$ cat src/rtl/csr_bank_pkg.sv
package csr_bank_pkg;

    localparam int XLEN = 32;
    localparam int AW   = 12;

    typedef enum logic [1:0] {
        OP_READ  = 2'b00,
        OP_WRITE = 2'b01,
        OP_SET   = 2'b10,
        OP_CLEAR = 2'b11
    } csr_op_e;

    // Stored words come first so their code doubles as storage index.
    typedef enum logic [3:0] {
        SEL_MSTATUS = 4'd0,
        SEL_MIE     = 4'd1,
        SEL_MIDELEG = 4'd2,
        SEL_MCNTEN  = 4'd3,
        SEL_SCNTEN  = 4'd4,
        SEL_ICACHE  = 4'd5,
        SEL_DCACHE  = 4'd6,
        SEL_MISA    = 4'd7,
        SEL_SSTATUS = 4'd8,
        SEL_VENDOR  = 4'd9,
        SEL_ARCH    = 4'd10,
        SEL_NONE    = 4'd15
    } csr_sel_e;

    localparam int NUM_STORED = 7;

    localparam logic [AW-1:0] ADR_SSTATUS = 12'h100;
    localparam logic [AW-1:0] ADR_SCNTEN  = 12'h106;
    localparam logic [AW-1:0] ADR_MSTATUS = 12'h300;
    localparam logic [AW-1:0] ADR_MISA    = 12'h301;
    localparam logic [AW-1:0] ADR_MIDELEG = 12'h303;
    localparam logic [AW-1:0] ADR_MIE     = 12'h304;
    localparam logic [AW-1:0] ADR_MCNTEN  = 12'h306;
    localparam logic [AW-1:0] ADR_ICACHE  = 12'h7C0;
    localparam logic [AW-1:0] ADR_DCACHE  = 12'h7C1;
    localparam logic [AW-1:0] ADR_VENDOR  = 12'hF11;
    localparam logic [AW-1:0] ADR_ARCH    = 12'hF12;

    localparam logic [XLEN-1:0] MSK_MSTATUS = 32'h007E_19AA;
    localparam logic [XLEN-1:0] MSK_SVIEW   = 32'h000C_0122;
    localparam logic [XLEN-1:0] MSK_MIE     = 32'h0000_0AAA;
    localparam logic [XLEN-1:0] MSK_MIDELEG = 32'h0000_0222;
    localparam logic [XLEN-1:0] MSK_CNTEN   = 32'h0000_0007;
    localparam logic [XLEN-1:0] MSK_CACHE   = 32'h0000_0001;

    localparam int          PRV_LO  = 11;
    localparam logic [1:0]  PRV_BAD = 2'b10;

    typedef struct packed {
        csr_sel_e sel;
        logic     hit;
        logic     ro_space;
    } csr_dec_t;

    function automatic logic [XLEN-1:0] store_mask(input csr_sel_e s);
        case (s)
            SEL_MSTATUS: return MSK_MSTATUS;
            SEL_SSTATUS: return MSK_SVIEW;
            SEL_MIE:     return MSK_MIE;
            SEL_MIDELEG: return MSK_MIDELEG;
            SEL_MCNTEN,
            SEL_SCNTEN:  return MSK_CNTEN;
            SEL_ICACHE,
            SEL_DCACHE:  return MSK_CACHE;
            default:     return '0;
        endcase
    endfunction

endpackage

$ cat src/rtl/csr_addr_decode.sv
module csr_addr_decode
    import csr_bank_pkg::*;
(
    input  logic [AW-1:0] addr,
    output csr_dec_t      dec
);
    always_comb begin
        dec.hit      = 1'b1;
        dec.ro_space = (addr[AW-1 -: 2] == 2'b11);
        case (addr)
            ADR_MSTATUS: dec.sel = SEL_MSTATUS;
            ADR_SSTATUS: dec.sel = SEL_SSTATUS;
            ADR_MISA:    dec.sel = SEL_MISA;
            ADR_MIE:     dec.sel = SEL_MIE;
            ADR_MIDELEG: dec.sel = SEL_MIDELEG;
            ADR_MCNTEN:  dec.sel = SEL_MCNTEN;
            ADR_SCNTEN:  dec.sel = SEL_SCNTEN;
            ADR_ICACHE:  dec.sel = SEL_ICACHE;
            ADR_DCACHE:  dec.sel = SEL_DCACHE;
            ADR_VENDOR:  dec.sel = SEL_VENDOR;
            ADR_ARCH:    dec.sel = SEL_ARCH;
            default: begin
                dec.sel = SEL_NONE;
                dec.hit = 1'b0;
            end
        endcase
    end
endmodule

$ cat src/rtl/csr_legalize.sv
module csr_legalize
    import csr_bank_pkg::*;
(
    input  csr_op_e         op,
    input  logic [XLEN-1:0] wdata,
    input  logic [XLEN-1:0] view_val,
    input  logic [XLEN-1:0] old_word,
    input  logic [XLEN-1:0] mask,
    input  logic            is_status,
    output logic [XLEN-1:0] new_word
);
    logic [XLEN-1:0] cand;
    logic [XLEN-1:0] merged;

    always_comb begin
        case (op)
            OP_WRITE: cand = wdata;
            OP_SET:   cand = view_val | wdata;
            OP_CLEAR: cand = view_val & ~wdata;
            default:  cand = view_val;
        endcase
        merged = (old_word & ~mask) | (cand & mask);
        if (is_status && merged[PRV_LO +: 2] == PRV_BAD)
            merged[PRV_LO +: 2] = old_word[PRV_LO +: 2];
        new_word = merged;
    end
endmodule

$ cat src/rtl/csr_bank.sv
module csr_bank
    import csr_bank_pkg::*;
#(
    parameter logic [31:0] MISA_VALUE  = 32'h4014_1105,
    parameter logic [31:0] VENDOR_ID   = 32'h0000_0602,
    parameter logic [31:0] ARCH_ID     = 32'h0000_0003,
    parameter logic [31:0] CACHE_RESET = 32'h0000_0001
) (
    input  logic        clk,
    input  logic        rst,
    input  logic        acc_en,
    input  logic [1:0]  acc_op,
    input  logic [11:0] acc_addr,
    input  logic [31:0] acc_wdata,
    output logic [31:0] acc_rdata,
    output logic        acc_illegal
);
    localparam int IDX_W = $clog2(NUM_STORED);

    csr_dec_t                          dec;
    csr_op_e                           op;
    logic [NUM_STORED-1:0][XLEN-1:0]   regs;
    logic [IDX_W-1:0]                  tgt_idx;
    logic                              tgt_stored;
    logic                              is_modify;
    logic                              wr_en;
    logic [XLEN-1:0]                   old_word;
    logic [XLEN-1:0]                   new_word;

    assign op = csr_op_e'(acc_op);

    csr_addr_decode u_dec (
        .addr (acc_addr),
        .dec  (dec)
    );

    // Read mux
    always_comb begin
        case (dec.sel)
            SEL_MISA:    acc_rdata = MISA_VALUE;
            SEL_VENDOR:  acc_rdata = VENDOR_ID;
            SEL_ARCH:    acc_rdata = ARCH_ID;
            SEL_SSTATUS: acc_rdata = regs[SEL_MSTATUS] & MSK_SVIEW;
            SEL_NONE:    acc_rdata = '0;
            default:     acc_rdata = regs[dec.sel[IDX_W-1:0]];
        endcase
    end

    // Write target: the supervisor window lands in the machine status word
    always_comb begin
        tgt_stored = 1'b0;
        tgt_idx    = '0;
        if (dec.sel == SEL_SSTATUS) begin
            tgt_stored = 1'b1;
            tgt_idx    = IDX_W'(SEL_MSTATUS);
        end else if (int'(dec.sel) < NUM_STORED) begin
            tgt_stored = 1'b1;
            tgt_idx    = dec.sel[IDX_W-1:0];
        end
    end

    assign is_modify   = (op != OP_READ);
    assign acc_illegal = acc_en && (!dec.hit || (is_modify && dec.ro_space));
    assign wr_en       = acc_en && is_modify && !acc_illegal && tgt_stored;
    assign old_word    = regs[tgt_idx];

    csr_legalize u_leg (
        .op        (op),
        .wdata     (acc_wdata),
        .view_val  (acc_rdata),
        .old_word  (old_word),
        .mask      (store_mask(dec.sel)),
        .is_status (tgt_idx == IDX_W'(SEL_MSTATUS)),
        .new_word  (new_word)
    );

    for (genvar g = 0; g < NUM_STORED; g++) begin : g_word
        localparam logic [XLEN-1:0] RST_VAL =
            (g == int'(SEL_ICACHE) || g == int'(SEL_DCACHE))
                ? (CACHE_RESET & MSK_CACHE) : '0;
        logic [XLEN-1:0] q;
        always_ff @(posedge clk) begin
            if (rst)
                q <= RST_VAL;
            else if (wr_en && tgt_idx == IDX_W'(g))
                q <= new_word;
        end
        assign regs[g] = q;
    end

endmodule

$ cat config.mk
export PLATFORM = sky130hd
export DESIGN_NAME = csr_bank
export DESIGN_NICKNAME = d
export VERILOG_FILES = /design/src/rtl/csr_bank_pkg.sv /design/src/rtl/csr_addr_decode.sv /design/src/rtl/csr_legalize.sv /design/src/rtl/csr_bank.sv
export SDC_FILE = /design/constraint.sdc
export NUM_CORES = 1
export LEC_CHECK = 0
export CORE_MARGIN = 2
export CORE_UTILIZATION = 50
export CTS_CLUSTER_SIZE = 10
export DETAILED_ROUTE_END_ITERATION = 10
export DONT_BUFFER_PORTS = 1
export PLACE_DENSITY = 0.64
export SYNTH_ARGS = -nofsm -noshare
export SYNTH_HDL_FRONTEND = slang
export SYNTH_SLANG_ARGS = --single-unit
$ cat constraint.sdc
create_clock -name clk -period 4.75 [get_ports clk]
set_input_delay 0.475 -clock clk [delete_from_list [all_inputs] [get_ports clk]]
set_output_delay 0.475 -clock clk [all_outputs]
set_load 0.1 [all_outputs]
==> results of run 1 <==
[metrics by stage]
| stage | power (mW) | hold WS, ps | setup WS (ps) |
|---|---|---|---|
| detailed placement | 1.980 | 453.5 | 431.7 |
| CTS | 3.866 | 1.426 | 438.6 |
| finish | 3.839 | 9.356 | 429.4 |
| floorplan | 1.997 | 436.3 | -100.1 |
| global placement | 1.980 | 445.3 | 473.6 |
| global route | 3.945 | 8.652 | 310.1 |
[final timing paths]
path | end | slack [ps] | cells past startpoint
max | acc_rdata[30] | 430 | 12
min reg2reg | g_word[3].q[20]$_SDFFE_PP0P_ | 460 | 2
max reg2reg | g_word[3].q[20]$_SDFFE_PP0P_ | 2860 | 8
min | g_word[4].q[18]$_SDFFE_PP0P_ | 9 | 1
[cell families (layout without fill, tap and decap cells)]
logic type                 Yosys count  in the layout
and+or+nand+nor                    630            630
DFF                                224            224
xor gates and xnor gates             2              2
AOI/OAI and AO/OA                  328            328
adders and majority gates            5              5
muxes                               39             39
buffers and inverters              104            115
[where the power goes]
part | internal (mW) | total (mW) | switching [mW]
clock network | 1.13 | 1.90 | 0.766
registers | 1.88 | 1.88 | 0.00000000337
logic | 0.0215 | 0.0643 | 0.0428
[routing by layer]
| metal | track usage | share of wire | up-vias |
|---|---|---|---|
| li1 | - | - | 4754 |
| met1 | 0.3826 | 0.42 | 4680 |
| met2 | 0.4462 | 0.45 | 429 |
| met3 | 0.04848 | 0.080 | 108 |
| met4 | 0.1296 | 0.047 | 0 |
| met5 | 0 | 0 | - |
[repair_timing]
action	4_1_cts	5_1_grt
endpoints found under the hold margin	7	3
hold buffers	1	1
resized for setup	0	0
[final cells by class]
type                       instances  area share
multi-input combinational       1004      0.4929
sequential                       224      0.3445
timing repair buffer              70     0.07247
clock buffer                      32     0.05334
tap                              280     0.02691
clock inverter                     4    0.006536
inverter                           9    0.003364
[cells in the final DEF, fill, tap and decap left out, drive strengths merged, types with 20 or more instances in the layout]
cell and instances:
a21oi 65, nand3 92, mux2i 25, nor2b 161, a221oi 20, nand2 166
nor3 27, dfxtp 224, buf 68, o21ai 67, a22oi 30, clkbuf 32
a211oi 42, nor2 112
[worst register-to-register path, stage by stage, from the launching register on]
cell,delay (ps)
dfxtp_1,340
nand2_1,60
or2_2,100
a31o_2,170
a21oi_1,70
o31ai_1,420
o22ai_1,160
nor3_2,330
o21ai_1,110
==> summary by stage, run 1 <==
Clock network
TritonCTS created 27 clock buffers. The largest buffer count on any clock path is 3. The cell sitting at the root of the clock tree is a clkbuf_16. The clock insertion delay at the later pin of the skew report is about 560 ps. TritonCTS built the clock tree. Clock tree synthesis found a total of 224 sinks. In this run the number of H-tree levels came out at 1. The clock slew at the register clock pins of the worst setup and hold paths is 50 ps. The post-CTS setup buffer count is 0.

STA
The max-slew violation count was 0. Counting I/O delays and the setup requirement, the final critical path takes 4321 ps. The highest attainable clock frequency is 231.4 MHz.

The final hold violation count came to 0. Between clock sinks in the finished design, the worst skew comes to 25.00 ps. The setup-violating endpoint count in the final report is 0. The pin slew with the least headroom to its limit is ~1000 ps. Headroom to the max-slew limit came out at 0.3483. The final total negative setup slack is 0 ps. The share of the cycle needed by the critical path after routing is 0.9096. Setup repair after global routing left no endpoint under its margin.

Worst hold path
The start point of the worst min-delay path is rst. The min-delay analysis places its worst path in the category in2reg.

Finish
The flip-flop count of the largest register after layout is 224. The final core utilization is 0.5965. 0 antenna diodes ended up in the layout. The number of fill cells in the layout is about 2000. Of the cells placed in the final design, the portion with a size suffix greater than 1 is 0.1497. The register containing the most flip-flops in the final layout is g_word.q. The count of non-filler cells in the finished layout is 1623. Compared with the post-synthesis result, the final layout area differs by 16.95%. The area of all placed cells without fillers is 13020 um^2. The total number of nets in the final design is around 1400. The area occupied by multi-input gates is 6416 um^2. The total area of sequential cells is 4484 um^2.

The largest registers in the layout are g_word.q (224).

Synthesis
The count of flip-flops with a built-in enable after synthesis is 0. The compound-gate portion of the synthesized area came to 0.2113. When the netlist entered floorplanning its net count stood at 1386. The share of the synthesized netlist area taken by xor and xnor gates is 0.001574.

The commonest cells after synthesis are dfxtp_1, nand2_1, nor2b_1, nor2_1, nand3_1. The proportion of synthesized chip area in sequential cells is 0.4029. The leading cell type by number of instances after synthesis is dfxtp_1. Ranked by total cell area, the synthesized netlist is headed by dfxtp_1, nor2b_1, nand2_1.

Of the total synthesized cell area, the portion taken by AND, OR, NAND and NOR gates is 0.2963. For this run, asynchronously set or reset flops after synthesis account for 0. Counting every instance in the synthesized netlist gives around 1300.

The main combinational cell family by area after synthesis is simple AND/OR/NAND/NOR gates. After synthesis the cells add up to 11130 um^2. Synthesis inferred 224 register bits. Yosys printed 0 warnings.

Of the total synthesized cell area, the portion taken by full adders, half adders and majority gates is 0.005621. The share of the synthesized area in the top cell type is 0.4029. The most used flip-flop cell after synthesis is dfxtp_1.

Measured against the total synthesized area, the mux share comes to 0.03665. The mean post-synth cell area is between 8 and 9 um^2. The number of distinct library cell variants in the gate-level netlist after synthesis is 95. The leading area contributor after synthesis is dfxtp_1.

Placed design
The half-perimeter wire length after placement is 21710 um. The cell area after placement is 12220 um^2. The number of port buffers is 0. The final weighted congestion of routability-driven global placement is 0.9624. The number of placed cells counting well taps is 1585.

Route
Once detail routing completed, the nets flagged for antenna violations numbered 0. In the final routed layout, each cell accounts on average for 20.96 um. The routed design has 34010 um of wire.

In the routed design, unresolved DRC markers number 0. Before antenna repair, the detailed router went through 6 iterations. The initial DRC count is 1078. The final route contains 9971 vias. The routed via count divided by cell count is 6.144.

Run
Max-cap violations in this run came to 0.

Global route
The initial antenna violation count is 0. The via count of the first global-routing pass is 9556. In the global route stage, overall resource usage came out at 0.2838. The total global routing overflow is 0. Entering global routing, the biggest net connects just under 200 pins. The first global-routing pass estimated approximately 54000 um of wire.

Floorplan
After floorplanning, the core was sized to cover 21820 um^2. The I/O pin count is just over 80. From left edge to right edge, the die measures around 150 um. The number of placement rows is 54. Measured along the y axis, the die boundary spans 153.2 um. The full die area is 23470 um^2. The starting utilization of the core area is 0.5100.

Critical path
The launching instance or port of the critical path is acc_addr[1]. On the critical path, the stage with the largest delay is an instance of or4b_4. STA puts the critical path data required time at approximately 4300 ps. The worst setup path is captured at an output pin. The number of buffer and inverter instances along the worst setup path is 3. The largest single stage delay on the critical path is 580 ps. The signal on the critical path passes through or4b_4 -> nor4_4 -> a31o_2 -> nor2_4 -> nand2_4 -> inv_4 -> ha_1 -> or3_4 -> a22o_4 -> buf_4 -> o31ai_4 -> buf_12.

The critical path class is in2out. The type of element launching the critical path is an input pin. The startpoint of the most critical register-to-register path is g_word[5].q[20]$_SDFFE_PP0P_. Along the worst path, the maximum fanout reaches 19. Data on the critical path arrives at its endpoint at 3850 ps. In this design, the largest share of critical-path delay is due to simple AND/OR/NAND/NOR gates.

Status
The flow ran to the end, and the final reports show no timing, DRC or antenna violations.

Power
The cell leakage power is 4.421 nW. IR analysis of the VDD net gives a maximum drop of between 0.2 and 0.25 mV. Dividing total power by cell area gives a power density of 294.9 nW/um^2.
Note: power is estimated with default switching activity, not from simulation.
==> inputs of run 2 (changes only) <==
--- a/config.mk
+++ b/config.mk
@@ -5,12 +5,15 @@
 export SDC_FILE = /design/constraint.sdc
 export NUM_CORES = 1
 export LEC_CHECK = 0
+export ABC_CLOCK_PERIOD_IN_PS = 4750
 export CORE_MARGIN = 2
 export CORE_UTILIZATION = 50
 export CTS_CLUSTER_SIZE = 10
 export DETAILED_ROUTE_END_ITERATION = 10
 export DONT_BUFFER_PORTS = 1
 export PLACE_DENSITY = 0.64
+export RECOVER_POWER = 25
+export REMOVE_ABC_BUFFERS = 1
 export SYNTH_ARGS = -nofsm -noshare
 export SYNTH_HDL_FRONTEND = slang
 export SYNTH_SLANG_ARGS = --single-unit
==> run 2 against run 1 <==
  * Core utilization shrank 0.54 points
  * Power fell by 1.2%
  * Clock-buffer cell count up 1
  * Combinational power is essentially flat
  * Worst hold slack gained 42 ps
  * Flip-flop and latch count unchanged
  * Setup slack improved by 4.7 ps
  * Non-clock buffer count is 2 higher
==> summary by stage, run 2 (synthesized netlist as in run 1, its figures left out) <==
Status
Result of the run: complete, no violations (unchanged).

Placed design
The number of placed cells counting well taps is 1585 (unchanged). The pre-CTS worst setup slack is 490.1 ps (was 431.7 ps). The half-perimeter wire length after placement was 21090 um (was 21710 um). The final weighted congestion of routability-driven global placement is 0.9576 (was 0.9624). The cell area after placement is 12080 um^2 (was 12220 um^2). The number of port buffers is 0 (unchanged).

Finish
Regs by FF count: g_word.q (224) (unchanged). The number of antenna repair diodes came to 0 (unchanged). The area growth from synthesis to layout was 15.88% (was 16.95%). The flip-flop count of the largest register after layout is 224 (unchanged).

The leading cell type in the layout, fill and taps excluded is dfxtp_1 (unchanged). The register containing the most flip-flops in the final layout is g_word.q (unchanged). The area of all placed cells without fillers is 12900 um^2 (was 13020 um^2).

The fraction of layout instances using a drive strength above 1 is 0.1458 (was 0.1497). The count of non-filler cells in the finished layout was 1624 (was 1623). The total number of nets in the final design came to 1392 (was 1390). Top library cells by usage in the layout, fill and taps aside: dfxtp_1, nand2_1, nor2b_1 (unchanged).

Route
The number of detailed-route iterations in the first pass is 5 (was 6). The initial DRC count came to 999 (was 1078). The post-route DRC violation count was 0 (unchanged). The routed via count divided by cell count was 6.155 (was 6.144).

The overall via count from detail_route came to 9995 (was 9971). The final antenna-violating net count came to 0 (unchanged). The final routed wire length divided by cell count is 20.82 um (was 20.96 um).

The routed wire length came to 33810 um (was 34010 um).

Power
The worst IR drop on VDD is 0.3119 mV (was 0.2113 mV). The power density of the placed cells is 294.2 nW/um^2 (was 294.9 nW/um^2). The cell leakage power was 4.416 nW (was 4.421 nW).

STA
The pin slew with the least headroom to its limit is 1127 ps (was 984.8 ps). The worst-case headroom to the max-slew limit was 0.2459 (was 0.3483). The minimum period implied by the final worst setup slack is 4316 ps (was 4321 ps). The least setup slack across all paths after layout is 434.1 ps (was 429.4 ps). The max-slew violation count is 0 (unchanged). The setup-violating endpoint count in the final report came to 0 (unchanged). The final worst clock skew came to 10.81 ps (was 25.00 ps).

The final total negative setup slack was 0 ps (unchanged). Unrepaired setup endpoints after global routing: no (unchanged). The highest attainable clock frequency is 231.7 MHz (was 231.4 MHz). The share of the cycle needed by the critical path after routing is 0.9086 (was 0.9096). The tightest hold margin is 51.47 ps (was 9.356 ps). The final hold violation count is 0 (unchanged).

Floorplan
The starting utilization of the core area is 0.5100 (unchanged). The placeable core region was 21820 um^2 (unchanged). The full die area is 23470 um^2 (unchanged). The width of the chip was 153.2 um (unchanged). The vertical extent of the die was 153.2 um (unchanged).

The number of placement rows is 54 (unchanged). The I/O pin count was 82 (unchanged).

Global route
The pin count of the biggest net entering global routing is 202 (was 197). The via count of the first global-routing pass is 9395 (was 9556). The global-route wire length before repair is 53410 um (was 53680 um). The routing usage on met2 is 0.4294 (was 0.4462). The total global routing overflow is 0 (unchanged).

The combined global-route utilization of all metal layers is 0.2829 (was 0.2838). The met1 track utilization from global routing is 0.3919 (was 0.3826). The busiest metal layer after global routing is met2 (unchanged).

The met3 usage is 0.06833 (was 0.04848). The initial antenna violation count is 0 (unchanged).

Critical path
The largest fanout on the critical path is 29 (was 19). The register-to-register path setup slack was 2700 ps (was 2860 ps). The count of cells along the worst register-to-register path is 8 (unchanged).

The critical path class is in2out (unchanged). The required time at the worst-slack endpoint was 4280 ps (about the same). The type of destination of the critical path is an output pin (unchanged). The signal arrival time at the worst endpoint came to 3840 ps (was 3850 ps). The type of element launching the critical path is an input pin (unchanged).

Clock network
The total number of H-tree levels is 1 (unchanged). The total clock buffers created by CTS was 27 (unchanged). The number of clock sinks is 224 (unchanged).

The master cell of the clock root buffer is clkbuf_16 (unchanged). The clock slew at the register clock pins of the worst setup and hold paths was 50 ps (about the same). The clock insertion delay at the later pin of the skew report is 550 ps (was 560 ps). The largest buffer count on any clock path came to 3 (unchanged). The post-CTS setup buffer count came to 0 (unchanged). The CTS tree is built (unchanged).

Run
The max-capacitance violation count was 0 (unchanged).

Worst hold path
The worst hold path stage count is 1 (unchanged). The path class of the lowest-slack min-delay path is in2reg (unchanged).
-- run 2: cell types whose count changed in the layout (fill, tap and decap cells not counted), sizes merged --
cell / change
dlygate4sd3: +2
clkbuf: +1
clkinv: -1
clkinvlp: +1
bufinv: -2
-- run 2: stage by stage --
stage	utilization	total power, mW
floorplan	-	1.963
global route	0.5910	3.920
CTS	0.5897	3.835
detailed placement	0.5537	1.979
global placement	0.5537	1.979
finish	0.5910	3.795
-- run 2: critical path, stage by stage --
cell       delay (ps)
nor4b_1           470
o2111ai_1         260
o21ai_1           220
a21o_1            230
buf_4             450
ha_1              280
or3_1             190
a22o_2            380
buf_12            240
nor3_1             90
or2_2             360
buf_12            180
-- run 2: final timing paths --
path | start | to
hold reg to reg | g_word[3].q[19]$_SDFFE_PP0P_ | g_word[3].q[19]$_SDFFE_PP0P_
hold / removal | rst | g_word[1].q[15]$_SDFFE_PP0P_
setup reg to reg | g_word[0].q[8]$_SDFFE_PP0P_ | g_word[3].q[8]$_SDFFE_PP0P_
setup / recovery | acc_addr[1] | acc_rdata[0]
-- run 2: cell type report --
class / count / area, um^2
Clock inverter: 2 / 27.53
Fill cell: 1901 / 8925
Inverter: 9 / 41.29
Clock buffer: 33 / 748.2
Timing Repair Buffer: 72 / 985.9
Multi-Input combinational cell: 1004 / 6261
Tap cell: 280 / 350.3
Sequential cell: 224 / 4484
-- run 2: power breakdown --
group / leakage [nW] / switching [mW] / internal, mW
clock network: 0.380 / 0.760 / 1.09
logic: 2.23 / 0.0418 / 0.0222
registers: 1.80 / 0.00000000308 / 1.88
total: 4.42 / 0.802 / 2.99
-- run 2: per-layer routing --
metal	part of all wire	wire length, um	vias up
li1	-	-	4760
met1	0.43	14600	4628
met2	0.43	14610	513
met3	0.10	3483	94
met4	0.033	1110	0
met5	0	0	-
-- run 2: what timing repair did --
| item | CTS | global route |
|---|---|---|
| resized for setup | 0 | 0 |
| hold buffers | 1 | 3 |
| endpoints found under the hold margin | 2 | 1 |
==> inputs of run 3 (changes only) <==
--- a/config.mk
+++ b/config.mk
@@ -6,12 +6,13 @@
 export NUM_CORES = 1
 export LEC_CHECK = 0
 export ABC_CLOCK_PERIOD_IN_PS = 4750
+export CAP_MARGIN = 20
 export CORE_MARGIN = 2
-export CORE_UTILIZATION = 50
+export CORE_UTILIZATION = 30
 export CTS_CLUSTER_SIZE = 10
 export DETAILED_ROUTE_END_ITERATION = 10
 export DONT_BUFFER_PORTS = 1
-export PLACE_DENSITY = 0.64
+export PLACE_DENSITY = 0.41
 export RECOVER_POWER = 25
 export REMOVE_ABC_BUFFERS = 1
 export SYNTH_ARGS = -nofsm -noshare
==> run 3 against run 2 <==
  * Flip-flop and latch count did not move
  * Power increased by 0.94%
  * Clock-buffer cell count is the same
  * Clock power grew 2%
  * Die area up 65%
  * Critical path depth unchanged
  * Setup slack worse by 54 ps
  * Final cell count up 12%
==> summary by stage, run 3 (synthesized netlist as in run 1, its figures left out) <==
Status
Result of the run: complete, no violations (unchanged).

Power
The post-layout total power is 3.831 mW (was 3.795 mW). The worst IR drop on VDD was 0.2541 mV (was 0.3119 mV). The cell leakage power was 4.449 nW (was 4.416 nW). The power density of the placed cells came to 291.0 nW/um^2 (was 294.2 nW/um^2).

STA
The setup-violating endpoint count in the final report is 0 (unchanged). Unrepaired setup endpoints after global routing: no (unchanged). The final total negative setup slack is 0 ps (unchanged). The pin slew with the least headroom to its limit came to 1019 ps (was 1127 ps). The max-slew violation count is 0 (unchanged).

The final worst clock skew is 9.410 ps (was 10.81 ps). The highest attainable clock frequency is 228.9 MHz (was 231.7 MHz). The final hold violation count was 0 (unchanged).

The share of the cycle needed by the critical path after routing came to 0.9199 (was 0.9086). The minimum period implied by the final worst setup slack is 4370 ps (was 4316 ps). The worst-case headroom to the max-slew limit is 0.3206 (was 0.2459).

Route
The post-route DRC violation count is 0 (unchanged). The routed via count divided by cell count came to 5.383 (was 6.155). The final antenna-violating net count is 0 (unchanged). The overall via count from detail_route is 9814 (was 9995). The number of detailed-route iterations in the first pass is 5 (unchanged).

The final routed wire length divided by cell count is 21.56 um (was 20.82 um). The routed wire length came to 39310 um (was 33810 um). The initial DRC count is 818 (was 999).

Finish
The leading cell type in the layout, fill and taps excluded is dfxtp_1 (unchanged). The number of fill cells in the layout is 3787 (was 1901). Top library cells by usage in the layout, fill and taps aside: dfxtp_1, nand2_1, nor2b_1 (unchanged). The flip-flop count of the largest register after layout is 224 (unchanged). The register containing the most flip-flops in the final layout is g_word.q (unchanged). The fraction of layout instances using a drive strength above 1 came to 0.1520 (was 0.1458). The total number of nets in the final design was 1401 (was 1392). The number of antenna repair diodes came to 0 (unchanged). The final core utilization is 0.3596 (was 0.5910). The area of all placed cells without fillers is 13160 um^2 (was 12900 um^2).

Regs by FF count: g_word.q (224) (unchanged). The area growth from synthesis to layout came to 18.27% (was 15.88%).

Floorplan
The width of the chip is 196.6 um (was 153.2 um). The I/O pin count is 82 (unchanged). The starting utilization of the core area is 0.3040 (was 0.5100). The number of placement rows was 70 (was 54). The vertical extent of the die is 196.6 um (was 153.2 um). The placeable core region was 36610 um^2 (was 21820 um^2). The full die area was 38660 um^2 (was 23470 um^2).

Worst hold path
The path class of the lowest-slack min-delay path was in2reg (unchanged).

Critical path
The largest fanout on the critical path was 9 (was 29). The required time at the worst-slack endpoint is 4280 ps (about the same). The type of destination of the critical path is an output pin (unchanged).

The signal arrival time at the worst endpoint was 3890 ps (was 3840 ps). The critical path class was in2out (unchanged). The type of element launching the critical path is an input pin (unchanged).

Run
The max-capacitance violation count is 0 (unchanged).

Global route
The initial antenna violation count is 0 (unchanged). The via count of the first global-routing pass was 9359 (was 9395). The total global routing overflow was 0 (unchanged).

The combined global-route utilization of all metal layers came to 0.2028 (was 0.2829). The global-route wire length before repair is 59950 um (was 53410 um). The pin count of the biggest net entering global routing is 202 (unchanged).

Clock network
The largest buffer count on any clock path is 3 (unchanged). The clock slew at the register clock pins of the worst setup and hold paths is 50 ps (about the same). The total number of H-tree levels is 1 (unchanged). The number of gates given a new drive strength after cts is 0 (unchanged). The number of clock sinks came to 224 (unchanged). The total clock buffers created by CTS is 27 (unchanged). The clock insertion delay at the later pin of the skew report is 560 ps (was 550 ps). The CTS tree was built (unchanged). The master cell of the clock root buffer is clkbuf_16 (unchanged).

Placed design
The half-perimeter wire length after placement is 25430 um (was 21090 um). The final weighted congestion of routability-driven global placement is 0.8446 (was 0.9576). The cell area after placement is 12390 um^2 (was 12080 um^2). The number of port buffers is 0 (unchanged).
==> run 3: final timing paths <==
check                                                  from                      endpoint  slack, ps  cells past startpoint
worst max register to register  g_word[1].q[9]$_SDFFE_PP0P_   g_word[0].q[9]$_SDFFE_PP0P_       2640                      6
worst min-delay path                                    rst  g_word[5].q[25]$_SDFFE_PP0P_         30                      1
worst min register to register  g_word[3].q[8]$_SDFFE_PP0P_   g_word[3].q[8]$_SDFFE_PP0P_        460                      2
worst max-delay path                           acc_addr[11]                  acc_rdata[0]        380                     12
==> run 3: power by group <==
part	total, mW	leakage (nW)	internal [mW]	switching [mW]
sequential	1.88	1.80	1.88	0.00000000333
combinational	0.0653	2.27	0.0211	0.0442
clock	1.89	0.372	1.08	0.808
total	3.83	4.45	2.98	0.852
==> run 3: worst max-delay path, stage by stage <==
cell and delay [ps]:
or3_1 390, o22a_1 240, or2_1 340, nand3_1 210
nand2_2 210, ha_1 320, or3_1 450, a22o_2 240
buf_4 210, o311ai_1 380, or2_2 220, buf_12 180
==> run 3: routing by layer <==
metal  GRT usage  up-vias  part of all wire
li1            -     4789                 -
met1      0.2929     4724              0.49
met2      0.3097      241              0.43
met3     0.03491       60             0.057
met4     0.05764        0             0.030
met5           0        -                 0
==> run 3: cell type report <==
| type | count | area, um^2 | share of cell area |
|---|---|---|---|
| Multi-Input combinational cell | 1004 | 6271 | 0.4764 |
| Clock buffer | 33 | 698.2 | 0.05304 |
| Tap cell | 468 | 585.6 | 0.04448 |
| Sequential cell | 224 | 4484 | 0.3407 |
| Inverter | 9 | 41.29 | 0.003137 |
| Timing Repair Buffer | 81 | 1023 | 0.07775 |
| Clock inverter | 4 | 60.06 | 0.004562 |
==> run 3: per-stage QoR <==
stage	setup WS, ps	instances	hold slack, ps
after global placement	455.1	1784	447.6
after floorplan	-1902	1237	430.3
final	380.5	1823	34.42
after global routing	183.6	1823	1.809
after detailed placement	450.3	1784	452.5
after CTS	455.9	1822	1.019
==> run 3: what timing repair did <==
item,4_1_cts,5_1_grt
hold endpoints to repair,2,3
buffers inserted,0,0
hold buffers,1,1
